[config.mk]
export PLATFORM = sky130hd
export DESIGN_NAME = spi_page_flash_ctrl
export DESIGN_NICKNAME = d
export VERILOG_FILES = /design/src/rtl/spi_page_flash_ctrl.sv
export SDC_FILE = /design/constraint.sdc
export NUM_CORES = 1
export LEC_CHECK = 0
export ABC_CLOCK_PERIOD_IN_PS = 3050
export CORE_AREA = 2 2 91 93
export DETAILED_ROUTE_END_ITERATION = 12
export DIE_AREA = 0 0 93 95
export DONT_BUFFER_PORTS = 1
export GPL_TIMING_DRIVEN = 0
export PLACE_DENSITY = 0.78
export SLEW_MARGIN = 25
export SYNTH_ARGS = -nofsm -noshare
export SYNTH_HDL_FRONTEND = slang
export SYNTH_SLANG_ARGS = --single-unit
[constraint.sdc]
create_clock -name clk -period 3.05 [get_ports clk]
set_clock_uncertainty 0.05 [all_clocks]
set_input_delay 0.4575 -clock clk [delete_from_list [all_inputs] [get_ports clk]]
set_output_delay 0.4575 -clock clk [all_outputs]
set_load 0.02 [all_outputs]
[src/rtl/spi_page_flash_ctrl.sv]
module spi_page_flash_ctrl #(
  parameter int DIV  = 2,
  parameter int GAP  = 2,
  parameter int PW   = 12,
  parameter int BW   = 10,
  parameter int BMAX = 527,
  parameter int TW   = 16
)(
  input  logic          clk,
  input  logic          rst_n,
  input  logic          req_valid,
  output logic          req_ready,
  input  logic [2:0]    req_cmd,
  input  logic [PW-1:0] req_page,
  input  logic [BW-1:0] req_byte,
  input  logic [TW-1:0] poll_limit,
  output logic [7:0]    rd_data,
  output logic          rd_valid,
  input  logic          rd_ready,
  input  logic          rd_stop,
  output logic          density_err,
  output logic          timeout_err,
  output logic          spi_cs_n,
  output logic          spi_sck,
  output logic          spi_mosi,
  input  logic          spi_miso
);
  localparam int AW = 2 + PW + BW;
  localparam int SW = 8 + AW + 32;
  localparam int CW = $clog2(DIV + 1);
  localparam int GW = $clog2(GAP + 1);
  localparam int HW = $clog2(SW + 1);

  typedef enum logic [1:0] {ST_GAP, ST_IDLE, ST_SHIFT, ST_HOLD} st_t;
  typedef enum logic [1:0] {K_HOST, K_POLL, K_BOOT} kind_t;

  st_t           st;
  kind_t         kind, l_kind;
  logic [CW-1:0] dcnt;
  logic [GW-1:0] gcnt;
  logic [SW-1:0] sr, frm, l_frm;
  logic [HW-1:0] hleft, frm_n, l_n;
  logic [2:0]    rbit;
  logic [7:0]    rsr;
  logic [TW-1:0] pcnt;
  logic          has_rx, single, boot_pend, poll_pend;
  logic          frm_rx, l_rx, l_single, launch, tick;
  logic [BW-1:0] byte_c;

  assign req_ready = (st == ST_IDLE);
  assign spi_mosi  = sr[SW-1];
  assign tick      = (dcnt == CW'(DIV - 1));
  assign byte_c    = (req_byte > BW'(BMAX)) ? BW'(BMAX) : req_byte;

  always_comb begin
    frm = '0; frm_n = HW'(8 + AW); frm_rx = 1'b0;
    case (req_cmd)
      3'd0: begin frm = {8'h52, 2'b00, req_page, byte_c, 32'h0}; frm_n = HW'(SW); frm_rx = 1'b1; end
      3'd1, 3'd2: begin
        frm = {(req_cmd[1] ? 8'h56 : 8'h54), {(2 + PW){1'b0}}, byte_c, 32'h0};
        frm_n = HW'(8 + AW + 8); frm_rx = 1'b1;
      end
      3'd3: frm = {8'h89, 2'b00, req_page, {BW{1'b0}}, 32'h0};
      3'd4: frm = {8'h81, 2'b00, req_page, {BW{1'b0}}, 32'h0};
      3'd5: frm = {8'h50, 2'b00, req_page[PW-1:3], 3'b000, {BW{1'b0}}, 32'h0};
      default: begin frm = {8'h57, {(AW + 32){1'b0}}}; frm_n = HW'(8); frm_rx = 1'b1; end
    endcase
  end

  always_comb begin
    launch = 1'b0; l_frm = frm; l_n = frm_n; l_rx = frm_rx;
    l_single = (req_cmd[2:1] == 2'b11); l_kind = K_HOST;
    if (st == ST_IDLE && req_valid) launch = 1'b1;
    else if (st == ST_GAP && gcnt == GW'(GAP - 1) && (boot_pend || poll_pend)) begin
      launch = 1'b1; l_frm = {8'h57, {(AW + 32){1'b0}}}; l_n = HW'(8);
      l_rx = 1'b1; l_single = 1'b1; l_kind = boot_pend ? K_BOOT : K_POLL;
    end
  end

  always_ff @(posedge clk or negedge rst_n) begin
    if (!rst_n) begin
      st <= ST_GAP; kind <= K_HOST; dcnt <= '0; gcnt <= '0; sr <= '0; hleft <= '0;
      rbit <= '0; rsr <= '0; pcnt <= '0; has_rx <= 1'b0; single <= 1'b0;
      boot_pend <= 1'b1; poll_pend <= 1'b0; rd_data <= '0; rd_valid <= 1'b0;
      density_err <= 1'b0; timeout_err <= 1'b0; spi_cs_n <= 1'b1; spi_sck <= 1'b0;
    end else if (launch) begin
      st <= ST_SHIFT; spi_cs_n <= 1'b0; spi_sck <= 1'b0; sr <= l_frm; hleft <= l_n;
      has_rx <= l_rx; single <= l_single; kind <= l_kind; dcnt <= '0; rbit <= '0;
      if (st == ST_IDLE) timeout_err <= 1'b0;
    end else begin
      case (st)
        ST_GAP: if (gcnt == GW'(GAP - 1)) st <= ST_IDLE; else gcnt <= gcnt + 1'b1;
        ST_SHIFT: begin
          dcnt <= tick ? '0 : dcnt + 1'b1;
          if (tick) begin
            spi_sck <= ~spi_sck;
            if (!spi_sck) rsr <= {rsr[6:0], spi_miso};
            else begin
              sr <= sr << 1;
              if (hleft != '0) begin
                hleft <= hleft - 1'b1;
                if (hleft == HW'(1) && !has_rx) begin
                  poll_pend <= 1'b1; pcnt <= '0;
                  st <= ST_GAP; gcnt <= '0; spi_cs_n <= 1'b1;
                end
              end else begin
                rbit <= rbit + 1'b1;
                if (rbit == 3'd7) begin
                  case (kind)
                    K_BOOT: begin
                      density_err <= (rsr[5:3] != 3'b101); boot_pend <= 1'b0;
                      st <= ST_GAP; gcnt <= '0; spi_cs_n <= 1'b1;
                    end
                    K_POLL: begin
                      pcnt <= pcnt + 1'b1;
                      if (rsr[7]) poll_pend <= 1'b0;
                      else if ((pcnt + TW'(1)) >= poll_limit) begin
                        poll_pend <= 1'b0; timeout_err <= 1'b1;
                      end
                      st <= ST_GAP; gcnt <= '0; spi_cs_n <= 1'b1;
                    end
                    default: begin rd_data <= rsr; rd_valid <= 1'b1; st <= ST_HOLD; end
                  endcase
                end
              end
            end
          end
        end
        ST_HOLD: if (rd_ready) begin
          rd_valid <= 1'b0;
          if (rd_stop || single) begin st <= ST_GAP; gcnt <= '0; spi_cs_n <= 1'b1; end
          else begin st <= ST_SHIFT; dcnt <= '0; end
        end
        default: ;
      endcase
    end
  end

  logic [3:0] cs_hi, sck_age;
  logic       sck_prev;
  always_ff @(posedge clk or negedge rst_n) begin
    if (!rst_n) begin cs_hi <= '0; sck_age <= '0; sck_prev <= 1'b0; end
    else begin
      cs_hi    <= !spi_cs_n ? '0 : (cs_hi == 4'hF ? cs_hi : cs_hi + 1'b1);
      sck_age  <= (spi_sck != sck_prev) ? '0 : (sck_age == 4'hF ? sck_age : sck_age + 1'b1);
      sck_prev <= spi_sck;
    end
  end

  assert_sck_idle_R3: assert property (@(posedge clk) disable iff (!rst_n)
    spi_cs_n |-> !spi_sck);
  assert_sck_width_R3: assert property (@(posedge clk) disable iff (!rst_n)
    (spi_sck != sck_prev) |-> (sck_age >= 4'(DIV - 1)));
  assert_cs_gap_R10: assert property (@(posedge clk) disable iff (!rst_n)
    $fell(spi_cs_n) |-> (cs_hi >= 4'(GAP)));
  assert_hold_stable_R11: assert property (@(posedge clk) disable iff (!rst_n)
    (rd_valid && !rd_ready) |=> (rd_valid && $stable(rd_data) && !spi_sck));
  assert_poll_blocks_R8: assert property (@(posedge clk) disable iff (!rst_n)
    poll_pend |-> !req_ready);
endmodule

==> metrics.txt <==
Synth Flop Type=dfrtp_1; met1 wire length=4.858 mm; R2R Path End=timeout_err; CP max stage delay=roughly 0.48 ns; Startpoint Class=register; CTS buffer count=9; hold path cells=2; Setup violations, final=0; HP Class=input port to register; Critical Path Slowest Stage Cell=dfrtp_1; average wire per standard cell=16.38 um; Seq cells post-synth=91; post-synth top area share=45.13%; total wire length=10.85 mm; mux share of post-synthesis cell area=4.716%; fmax=354.3 MHz; cell chosen for the clock root=clkbuf_8; share of cells above drive strength 1=between 10% and 20%; Final Hold Fails=0; chip width=93 um; post-DP HPWL=between 7 and 8 mm; combinational family with the most area after synthesis=simple AND/OR/NAND/NOR gates; vias after detailed routing=3981; Hold Crit Start=req_page[1]; hold_ws=0.1592 ns; Pre-Repair DR Iteration Count=5; Post-Syn Area=slightly below 5000 sq um; Compound-Gate Fraction of Synth Area=between 10% and 20%; Fillers=644; Synth area leaders=dfrtp_1, ha_1, nand2_1; Setup WS pre-CTS=-0.05837 ns; met3 wire length=around 510 um; outcome=completed; Top Metal Used=met4; Clock Sinks=about 90; sequential area share after synthesis=46.20%; Synth Area in Simple Gates=19.70%; leakage=roughly 2.5 nW; Worst VDD drop=0.0003081 V; Synth area leader=dfrtp_1; Final Critical Period=2.823 ns; antenna-violating nets left=0; Critical Path RT=3.25 ns; TritonCTS clock tree=built; max_cap viols=0; cell count after placement=642; gr ovfl total=0; I/O pin count=62; TNS Setup=0 ns; 1st-iter DRT viols=315; yosys warns=0; Post-Syn Nets=608; synth unique cells=62; register-to-register setup slack=0.23 ns; critical path arrival=roughly 3.0 ns; Critical Path Fanout Max=9; RD Place Congestion=between 0.9 and 1; Slew HR=51.47%; CP Capture Type=register; initial core utilization=62.25%; XOR/XNOR Fraction of Synth Area=2.840%; Critical Path, Cell by Cell=ha_1 -> nand2_1 -> nor2_4 -> nand3_1 -> xnor2_1 -> ha_1 -> nand4_1 -> a31oi_1 -> o21ai_0 -> o2111ai_1 -> a32o_1; RSZ-0062 raised after global routing=false; worst r2r src=pcnt[0]; initial antenna violation count=0; Worst R2R Path Depth=11; # diodes=0; crit path kind=register to register; DIE AREA=8835 sq um; Mapped Cells=537; Synth Area in Adders=6.085%; fin cells=662; total power=about 2.1 mW; die height=between 90 and 100 um; period utilization=between 90% and 100%; Clock Latency Late Sink=0.36 ns; DRC=0; Post-synth EDFFs=0; final slew viol count=0; Post-layout nets=623; Min-Delay Endpoint=sr[43]; Worst-path clk slew=0.10 ns; Post-Syn Area per Cell=9.189 sq um; Rows=33; asr flop ratio synth=100.0%; Final WS setup=0.2272 ns; synthesis-to-layout area growth=8.291%; total track usage=roughly a quarter; crit-path most repeated cell=ha_1; global-route wire length before repair=17.81 mm; Port Buffer Count=0; largest net degree at the start of global routing=92; actual slew at the worst max-slew pin=around 0.7 ns; Via density=6.014; routed wl met2=5.377 mm; Pwr Density=396.6 nW/um^2; vias in the first global route=3813; CTS max path bufs=2; Core ar.=7928 sq um; H-tree depth=3
## cells in the final DEF, fill, tap and decap left out, types with 3 or more instances in the layout
| cell | n |
|---|---|
| a31oi_1 | 9 |
| nor3_1 | 4 |
| and3_1 | 4 |
| xor2_1 | 6 |
| nand4_1 | 3 |
| and2_1 | 3 |
| nor2b_1 | 7 |
| o31ai_2 | 5 |
| o21ai_1 | 15 |
| dfrtp_1 | 89 |
| clkbuf_8 | 9 |
| nand2_1 | 70 |
| mux2_2 | 16 |
| o22ai_1 | 3 |
| ha_1 | 24 |
| nand2b_1 | 3 |
| clkbuf_1 | 18 |
| or2_2 | 3 |
| nand3b_1 | 6 |
| a21oi_1 | 35 |
| inv_1 | 24 |
| or3_1 | 5 |
| nand3_1 | 31 |
| o2111ai_1 | 3 |
| mux2i_1 | 3 |
| nor2_1 | 46 |
| o21ai_0 | 43 |
| a22o_1 | 3 |
| xnor2_1 | 10 |
| inv_6 | 4 |
| buf_2 | 3 |
## layer usage
layer	up-vias	global-route usage, %
met2	95	42.63
li1	1920	-
met5	-	0
met1	1956	34.77
met4	0	5.637
met3	10	5.267
## Yosys cell counts (5+ instances only)
master    instances
xor2_1            6
nand3b_1          6
a21oi_1          35
o31ai_2           5
mux2_2           16
ha_1             24
nand2_1          70
nor2b_1           7
nand3_1          32
o21ai_0          43
a31oi_1           9
o21ai_1          15
clkbuf_1         17
xnor2_1          10
dfrtp_1          89
nor2_1           47
inv_1            24
or3_1             5
## how the worst max path moves through the flow
| stage | startpoint | to | cells past startpoint | slack [ns] |
|---|---|---|---|---|
| after floorplan | pcnt[6] | timeout_err | 10 | 0.54 |
| after global placement | pcnt[6] | timeout_err | 10 | 0.12 |
| after detailed placement | pcnt[0] | timeout_err | 11 | -0.06 |
| after CTS | pcnt[6] | timeout_err | 10 | 0.01 |
| after global routing | pcnt[0] | timeout_err | 11 | 0.05 |
| final | pcnt[0] | timeout_err | 11 | 0.23 |
## where the power goes
| part | internal [mW] | total, mW | switching [mW] |
|---|---|---|---|
| clock | 0.390 | 0.842 | 0.451 |
| sequential | 1.21 | 1.22 | 0.00485 |
| combinational | 0.0212 | 0.0618 | 0.0406 |
| total | 1.62 | 2.12 | 0.497 |
## worst max-delay path: cells and delay by family, from the launching register on
family	cells	cell delay (ns)
compound gates	4	0.85
flops	1	0.48
simple gates	4	0.65
fa+ha+maj	2	0.51
xor+xnor	1	0.19
## stage by stage
stage / util, % / area, sq um
final: 67.41 / 5344
after global routing: 67.41 / 5344
after CTS: 66.90 / 5304
after detailed placement: 63.90 / 5066
after global placement: 63.90 / 5066
after floorplan: - / 4935
## state kept, by name (all words and copies together) (netlist names), 2 cells and up
name	cells
st	2
dcnt	2
hleft	7
rbit	3
pcnt	16
sr	32
kind	2
gcnt	2
rd_data	8
rsr	8
## area by class of cell
type | count | area (sq um) | share of cell area (%)
multi-input cells | 399 | 2495 | 46.69
flip-flops and latches | 91 | 2280 | 42.66
well taps | 105 | 131.4 | 2.458
clock buffers | 10 | 127.6 | 2.388
plain buffers | 23 | 97.59 | 1.826
inverters | 24 | 90.09 | 1.686
clock inverters | 6 | 70.07 | 1.311
repair buffers | 4 | 52.55 | 0.9834
## cell families (layout without fill, tap and decap cells)
| group | count (synthesis) | after routing |
|---|---|---|
| DFF | 91 | 91 |
| adders and majority gates | 24 | 24 |
| muxes | 21 | 21 |
| xor gates and xnor gates | 16 | 16 |
| buffers and inverters | 47 | 67 |
| and+or+nand+nor | 202 | 202 |
| AOI/OAI and AO/OA | 136 | 136 |
## what timing repair did
action,4_1_cts,5_1_grt
pin swaps,0,1
hold buffers,2,0
resized for setup,1,4
hold endpoints to repair,91,0
buffers inserted,0,2
endpoints found under the setup margin,1,2
Power figures use the tool's default switching activity.
